## src/rtl/hr_cmd_pkg.sv

```systemverilog
package hr_cmd_pkg;
  // How a latency feature is controlled
  typedef enum logic [1:0] {
    LAT_OFF = 2'd0,
    LAT_ON  = 2'd1,
    LAT_EXT = 2'd2
  } lat_mode_e;

  // Control bits per slot: {cs_n, ras_n, cas_n, we_n}
  localparam int CTL_W = 4;
  // Half rate: two memory-clock slots per controller cycle
  localparam int SLOTS = 2;
endpackage

```

## src/rtl/hr_cmd_mode_sel.sv

```systemverilog
module hr_cmd_mode_sel
  import hr_cmd_pkg::*;
#(
  parameter lat_mode_e MODE = LAT_EXT
) (
  input  logic sel,
  output logic en
);
  generate
    if (MODE == LAT_ON) begin : g_on
      logic unused_sel;
      assign unused_sel = sel;
      assign en = 1'b1;
    end else if (MODE == LAT_OFF) begin : g_off
      logic unused_sel;
      assign unused_sel = sel;
      assign en = 1'b0;
    end else begin : g_ext
      assign en = sel;
    end
  endgenerate
endmodule

```

## src/rtl/hr_cmd_slot_shift.sv

```systemverilog
module hr_cmd_slot_shift
  import hr_cmd_pkg::*;
#(
  parameter int SLOT_W = 21
) (
  input  logic              clk,
  input  logic              rst_n,
  input  logic              want,
  input  logic              in_valid,
  output logic              in_ready,
  input  logic [SLOT_W-1:0] in0,
  input  logic [SLOT_W-1:0] in1,
  output logic [SLOT_W-1:0] out0,
  output logic [SLOT_W-1:0] out1
);
  localparam logic [SLOT_W-1:0] NOP = {{CTL_W{1'b1}}, {(SLOT_W-CTL_W){1'b0}}};

  logic              dly_q;
  logic [SLOT_W-1:0] held_q;
  logic [SLOT_W-1:0] src0, src1;
  logic [SLOT_W-1:0] nxt0, nxt1, nxt_held;
  logic              take;

  // Stall only in the one cycle that drains the held slot
  assign in_ready = !(dly_q && !want);
  assign take     = in_valid && in_ready;
  assign src0     = take ? in0 : NOP;
  assign src1     = take ? in1 : NOP;

  always_comb begin
    if (want) begin
      // held_q is a NOP on the enabling cycle, so slot 0 idles there
      nxt0     = held_q;
      nxt1     = src0;
      nxt_held = src1;
    end else if (dly_q) begin
      // disabling: emit the held slot, nothing new enters
      nxt0     = held_q;
      nxt1     = NOP;
      nxt_held = NOP;
    end else begin
      nxt0     = src0;
      nxt1     = src1;
      nxt_held = NOP;
    end
  end

  always_ff @(posedge clk or negedge rst_n) begin
    if (!rst_n) begin
      dly_q  <= 1'b0;
      held_q <= NOP;
      out0   <= NOP;
      out1   <= NOP;
    end else begin
      dly_q  <= want;
      held_q <= nxt_held;
      out0   <= nxt0;
      out1   <= nxt1;
    end
  end
endmodule

```

## src/rtl/hr_cmd_pipe_stage.sv

```systemverilog
module hr_cmd_pipe_stage
  import hr_cmd_pkg::*;
#(
  parameter lat_mode_e MODE   = LAT_EXT,
  parameter int        SLOT_W = 21
) (
  input  logic              clk,
  input  logic              rst_n,
  input  logic              want,
  input  logic [SLOT_W-1:0] a0,
  input  logic [SLOT_W-1:0] a1,
  output logic [SLOT_W-1:0] y0,
  output logic [SLOT_W-1:0] y1
);
  localparam logic [SLOT_W-1:0] NOP = {{CTL_W{1'b1}}, {(SLOT_W-CTL_W){1'b0}}};

  generate
    if (MODE == LAT_OFF) begin : g_bypass
      logic unused_p;
      assign unused_p = clk ^ rst_n ^ want;
      assign y0 = a0;
      assign y1 = a1;
    end else begin : g_reg
      logic [SLOT_W-1:0] b0_q, b1_q;

      always_ff @(posedge clk or negedge rst_n) begin
        if (!rst_n) begin
          b0_q <= NOP;
          b1_q <= NOP;
        end else begin
          b0_q <= a0;
          b1_q <= a1;
        end
      end

      if (MODE == LAT_ON) begin : g_fixed
        logic unused_w;
        assign unused_w = want;
        assign y0 = b0_q;
        assign y1 = b1_q;
      end else begin : g_sel
        logic use_q;
        logic a_idle;
        // switching on an idle pair can neither repeat nor skip a command
        assign a_idle = (a0 == NOP) && (a1 == NOP);
        always_ff @(posedge clk or negedge rst_n) begin
          if (!rst_n)      use_q <= 1'b0;
          else if (a_idle) use_q <= want;
        end
        assign y0 = use_q ? b0_q : a0;
        assign y1 = use_q ? b1_q : a1;
      end
    end
  endgenerate
endmodule

```

## src/rtl/hr_cmd_shifter.sv

```systemverilog
module hr_cmd_shifter
  import hr_cmd_pkg::*;
#(
  parameter int        ADDR_W     = 14,
  parameter int        BANK_W     = 3,
  parameter lat_mode_e SHIFT_MODE = LAT_EXT,
  parameter lat_mode_e IREG_MODE  = LAT_EXT
) (
  input  logic                      clk,
  input  logic                      rst_n,
  input  logic                      shift_sel,
  input  logic                      ireg_sel,
  input  logic                      in_valid,
  output logic                      in_ready,
  input  logic [SLOTS*ADDR_W-1:0]   in_addr,
  input  logic [SLOTS*BANK_W-1:0]   in_bank,
  input  logic [SLOTS*CTL_W-1:0]    in_ctl,
  output logic [SLOTS*ADDR_W-1:0]   out_addr,
  output logic [SLOTS*BANK_W-1:0]   out_bank,
  output logic [SLOTS*CTL_W-1:0]    out_ctl
);
  localparam int SLOT_W = CTL_W + BANK_W + ADDR_W;

  logic              shift_want, ireg_want;
  logic [SLOT_W-1:0] in_sl [SLOTS];
  logic [SLOT_W-1:0] pp_sl [SLOTS];
  logic [SLOT_W-1:0] sh0, sh1;

  for (genvar i = 0; i < SLOTS; i++) begin : g_slot
    assign in_sl[i] = {in_ctl[i*CTL_W +: CTL_W], in_bank[i*BANK_W +: BANK_W],
                       in_addr[i*ADDR_W +: ADDR_W]};
    assign out_ctl[i*CTL_W +: CTL_W]    = pp_sl[i][SLOT_W-1 -: CTL_W];
    assign out_bank[i*BANK_W +: BANK_W] = pp_sl[i][ADDR_W +: BANK_W];
    assign out_addr[i*ADDR_W +: ADDR_W] = pp_sl[i][ADDR_W-1:0];
  end

  hr_cmd_mode_sel #(.MODE(SHIFT_MODE)) u_shift_mode (.sel(shift_sel), .en(shift_want));
  hr_cmd_mode_sel #(.MODE(IREG_MODE))  u_ireg_mode  (.sel(ireg_sel),  .en(ireg_want));

  hr_cmd_slot_shift #(.SLOT_W(SLOT_W)) u_shift (
    .clk      (clk),
    .rst_n    (rst_n),
    .want     (shift_want),
    .in_valid (in_valid),
    .in_ready (in_ready),
    .in0      (in_sl[0]),
    .in1      (in_sl[1]),
    .out0     (sh0),
    .out1     (sh1)
  );

  hr_cmd_pipe_stage #(.MODE(IREG_MODE), .SLOT_W(SLOT_W)) u_pipe (
    .clk   (clk),
    .rst_n (rst_n),
    .want  (ireg_want),
    .a0    (sh0),
    .a1    (sh1),
    .y0    (pp_sl[0]),
    .y1    (pp_sl[1])
  );
endmodule

```

## config.mk

```make
export PLATFORM = sky130hd
export DESIGN_NAME = hr_cmd_shifter
export DESIGN_NICKNAME = d
export VERILOG_FILES = /design/src/rtl/hr_cmd_pkg.sv /design/src/rtl/hr_cmd_mode_sel.sv /design/src/rtl/hr_cmd_slot_shift.sv /design/src/rtl/hr_cmd_pipe_stage.sv /design/src/rtl/hr_cmd_shifter.sv
export SDC_FILE = /design/constraint.sdc
export NUM_CORES = 1
export LEC_CHECK = 0
export CAP_MARGIN = 20
export CORE_MARGIN = 1
export CORE_UTILIZATION = 50
export CTS_CLUSTER_SIZE = 12
export DETAILED_ROUTE_END_ITERATION = 8
export MAX_ROUTING_LAYER = met4
export PLACE_DENSITY_LB_ADDON = 0.05
export SYNTH_ARGS = -nofsm -noshare
export SYNTH_HDL_FRONTEND = slang
export SYNTH_SLANG_ARGS = --single-unit
```

## constraint.sdc

```tcl
create_clock -name clk -period 2.2 [get_ports clk]
set_clock_uncertainty 0.2 [all_clocks]
set_input_delay 0.33 -clock clk [delete_from_list [all_inputs] [get_ports clk]]
set_output_delay 0.33 -clock clk [all_outputs]
set_load 0.05 [all_outputs]
```

==> summary.md <==
| Metric | Value |
|---|---|
| Outcome | completed |
| Post-DP HPWL | 6141 µm |
| CTS Buffer Depth | 2 |
| # diodes | 0 |
| Min Hold Slack | 177.3 ps |
| First-iteration detailed-routing DRC count | 82 |
| Total global-route track usage | 0.2237 |
| Pwr dens | 701.0 mW/mm² |
| Min Tclk post-route | 2097 ps |
| Footprint of the multi-input gates | 0.001291 mm² |
| Peak supply drop | 0.4207 mV |
| Crit share post-route | 0.9532 |
| Vias | 2735 |
| Crit Path Category | reg2out |
| Initial core utilization | 0.5225 |
| DR WL/cell | 16.42 µm |
| Htree depth | 3 |
| Die Wd | 92.56 µm |
| Synth warn | 0 |
| CP Cell Sequence | buf_6 > mux2_2 > buf_12 |
| Port buffer count | 89 |
| Number of enable flip-flop cells after synthesis | 0 |
| Initial antenna violation count | 0 |
| Setup_tns | 0 ps |
| FF-to-FF End | u_pipe.g_reg.g_sel.use_q |
| Cell taking the most area after synthesis | dfrtp_1 |
| CTS tree | yes |
| Worst-path maximum fanout | 28 |
| DR pass1 iterations | 4 |
| Worst setup path endpoint | out_bank[2] |
| Most used flip-flop cell after synthesis | dfrtp_1 |
| Num CTS Buffers | 9 |
| Die ar. | 0.008566 mm² |
| Post-Layout Cell Count | 516 |
| Placeable Area | 0.007848 mm² |
| Worst-margin pin slew | 537.7 ps |
| Pre-CTS WS | 210.6 ps |
| Slowest Stage Delay on Critical Path | 410 ps |
| Sequential cell area fraction in the yosys report | 0.6591 |
| First-pass GRT wire length | 13900 µm |
| Count of different cell masters after synthesis | 22 |
| DRC viols | 0 |
| Hold Violations, Final | 0 |
| Reg2reg start | u_shift.out1[19] |
| CTS sink cnt | 107 |
| Critical path data arrival time | 1570 ps |
| Final worst slack | 102.9 ps |
| Fillers | 540 |
| Syn nets | 365 |
| Std cell rows | 32 |
| Post-Route WL | 8475 µm |
| Kind of start point of the critical path | flip-flop |
| Most common cell after layout, fill and taps aside | dfrtp_1 |
| CP max-delay cell | mux2_2 |
| Latest clock arrival within the worst-skew pair | 360 ps |
| R2r setup slk | 280 ps |
| FF+latch count, synth | 107 |
| Max-cap violation count | 0 |
| Slew Viols, Final | 0 |
| Inst Count DP | 499 |
| Height of the die | 92.56 µm |
| Synth top area cells | dfrtp_1 53%, dfstp_2 13%, mux2_2 12% |
| Worst Setup SP | u_pipe.g_reg.g_sel.use_q |
| Post-DRT Antenna Nets | 0 |
| Area Growth Syn to Fin | 40.71% |
| Mapped cell area | 0.004100 mm² |
| Worst-path clk slew | 90 ps |
| Achievable frequency | 0.4768 GHz |
| CP Data Required Time | 1670 ps |
| Layout net count | 456 |
| RePlAce Congestion | 0.8095 |
| R2R depth | 5 |
| Pin count of the biggest net entering global routing | 46 |
| Critical Path Sink Type | primary output |
| Worst rel slew slack | 0.6415 |
| Cells after Synth | 318 |
| Register area | 0.002703 mm² |
| Setup repair bufs after CTS | 0 |
| Root Buffer | clkbuf_8 |
| HP Start | u_shift.out1[19] |
| IO Pins | 90 |
| Hold WC Path Type | reg2reg |
| Vias per cell | 5.300 |
| Count of final setup violators | 0 |
| Share of cells above drive strength 1 | 0.3430 |
| Vias in the first global route | 2690 |
| Grt total ovfl | 0 |
| Post-synth ARST share | 1.000 |
| Most frequent cells in the layout | 87 x dfrtp_1, 45 x clkdlybuf4s50_1, 45 x buf_12 |
| Pleak | 2.689 nW |
| RSZ-0062 raised after global routing | no |
| Area share of the leading cell type in the synthesized netlist | 0.5310 |
| Mean Syn Cell Area | 12.89 µm² |
[critical path, delay by kind of cell, from the launching register on]
| family | cells | cell delay (ps) |
|---|---|---|
| mux | 1 | 410 |
| flops | 1 | 370 |
| buf+inv | 2 | 430 |
[through the flow]
step / utilization / power [mW] / instance area [µm²]
final: 0.7352 / 4.045 / 5769
after CTS: 0.7347 / 4.077 / 5766
after global routing: 0.7352 / 4.205 / 5769
after floorplan: - / 2.540 / 4100
after global placement: 0.7093 / 2.916 / 5567
after detailed placement: 0.7093 / 2.928 / 5567
[per-layer routing]
metal | part of all wire | wire, µm | track usage
met5 | 0 | 0 | -
met4 | 0.020 | 167 | 0.09115
met3 | 0.041 | 351 | 0.02874
met2 | 0.46 | 3926 | 0.3191
met1 | 0.48 | 4030 | 0.3274
[worst min path at each step]
stage / cells past startpoint / to / slack, ps
2_1_floorplan: 0 / u_pipe.g_reg.b0_q[0] / -170
3_3_place_gp: 1 / u_pipe.g_reg.b0_q[11] / 150
3_5_place_dp: 1 / u_pipe.g_reg.b0_q[11] / 150
4_1_cts: 0 / u_pipe.g_reg.b1_q[19] / 180
5_1_grt: 0 / u_pipe.g_reg.b1_q[19] / 190
6_report: 0 / u_pipe.g_reg.b1_q[19] / 180
[layout make-up]
class,count,share of cell area
repair buffers,101,0.2496
clock inverters,6,0.01063
clock buffers,10,0.02212
multi-input cells,185,0.2238
well taps,102,0.02212
inverters,5,0.003253
flip-flops and latches,107,0.4684
[power by group]
part | leakage [nW] | switching [mW] | internal (mW)
clock network | 0.101 | 0.629 | 0.529
registers | 1.37 | 0.0553 | 2.08
logic | 1.22 | 0.386 | 0.364
total | 2.69 | 1.07 | 2.97
[state kept, by name, summed over array words and instances, names as in the netlist]
signal	cells
u_pipe.g_reg.b0_q	21
u_pipe.g_reg.b1_q	21
u_shift.held_q	21
u_shift.out0	21
u_shift.out1	21
u_pipe.g_reg.g_sel.use_q	1
u_shift.dly_q	1
[cells by family (layout without fill, tap and decap cells)]
| kind of cell | after synthesis | count (layout) | share of synthesized area |
|---|---|---|---|
| flops | 107 | 107 | 0.6591 |
| buf+inv | 26 | 122 | 0.02655 |
| compound gates | 25 | 25 | 0.04333 |
| mux | 43 | 43 | 0.1181 |
| simple gates | 117 | 117 | 0.1529 |
[synth_stat cells, types with 4 or more instances]
| master | instances |
|---|---|
| a22oi_1 | 17 |
| nor2b_1 | 17 |
| nor4_2 | 4 |
| inv_1 | 5 |
| mux2_2 | 42 |
| dfrtp_1 | 87 |
| o22ai_1 | 4 |
| dfstp_2 | 20 |
| clkbuf_1 | 11 |
| and3_1 | 17 |
| buf_2 | 9 |
| or2_2 | 5 |
| nor2_1 | 7 |
| a31oi_1 | 4 |
| nand2_1 | 41 |
| nand3_1 | 18 |
[timing repair]
| item | in CTS | in global routing |
|---|---|---|
| resized for setup | 0 | 1 |
| setup endpoints to repair | 0 | 28 |
| endpoints found under the hold margin | 40 | 0 |
| hold buffers | 1 | 0 |
Note: power is estimated with default switching activity, not from simulation.
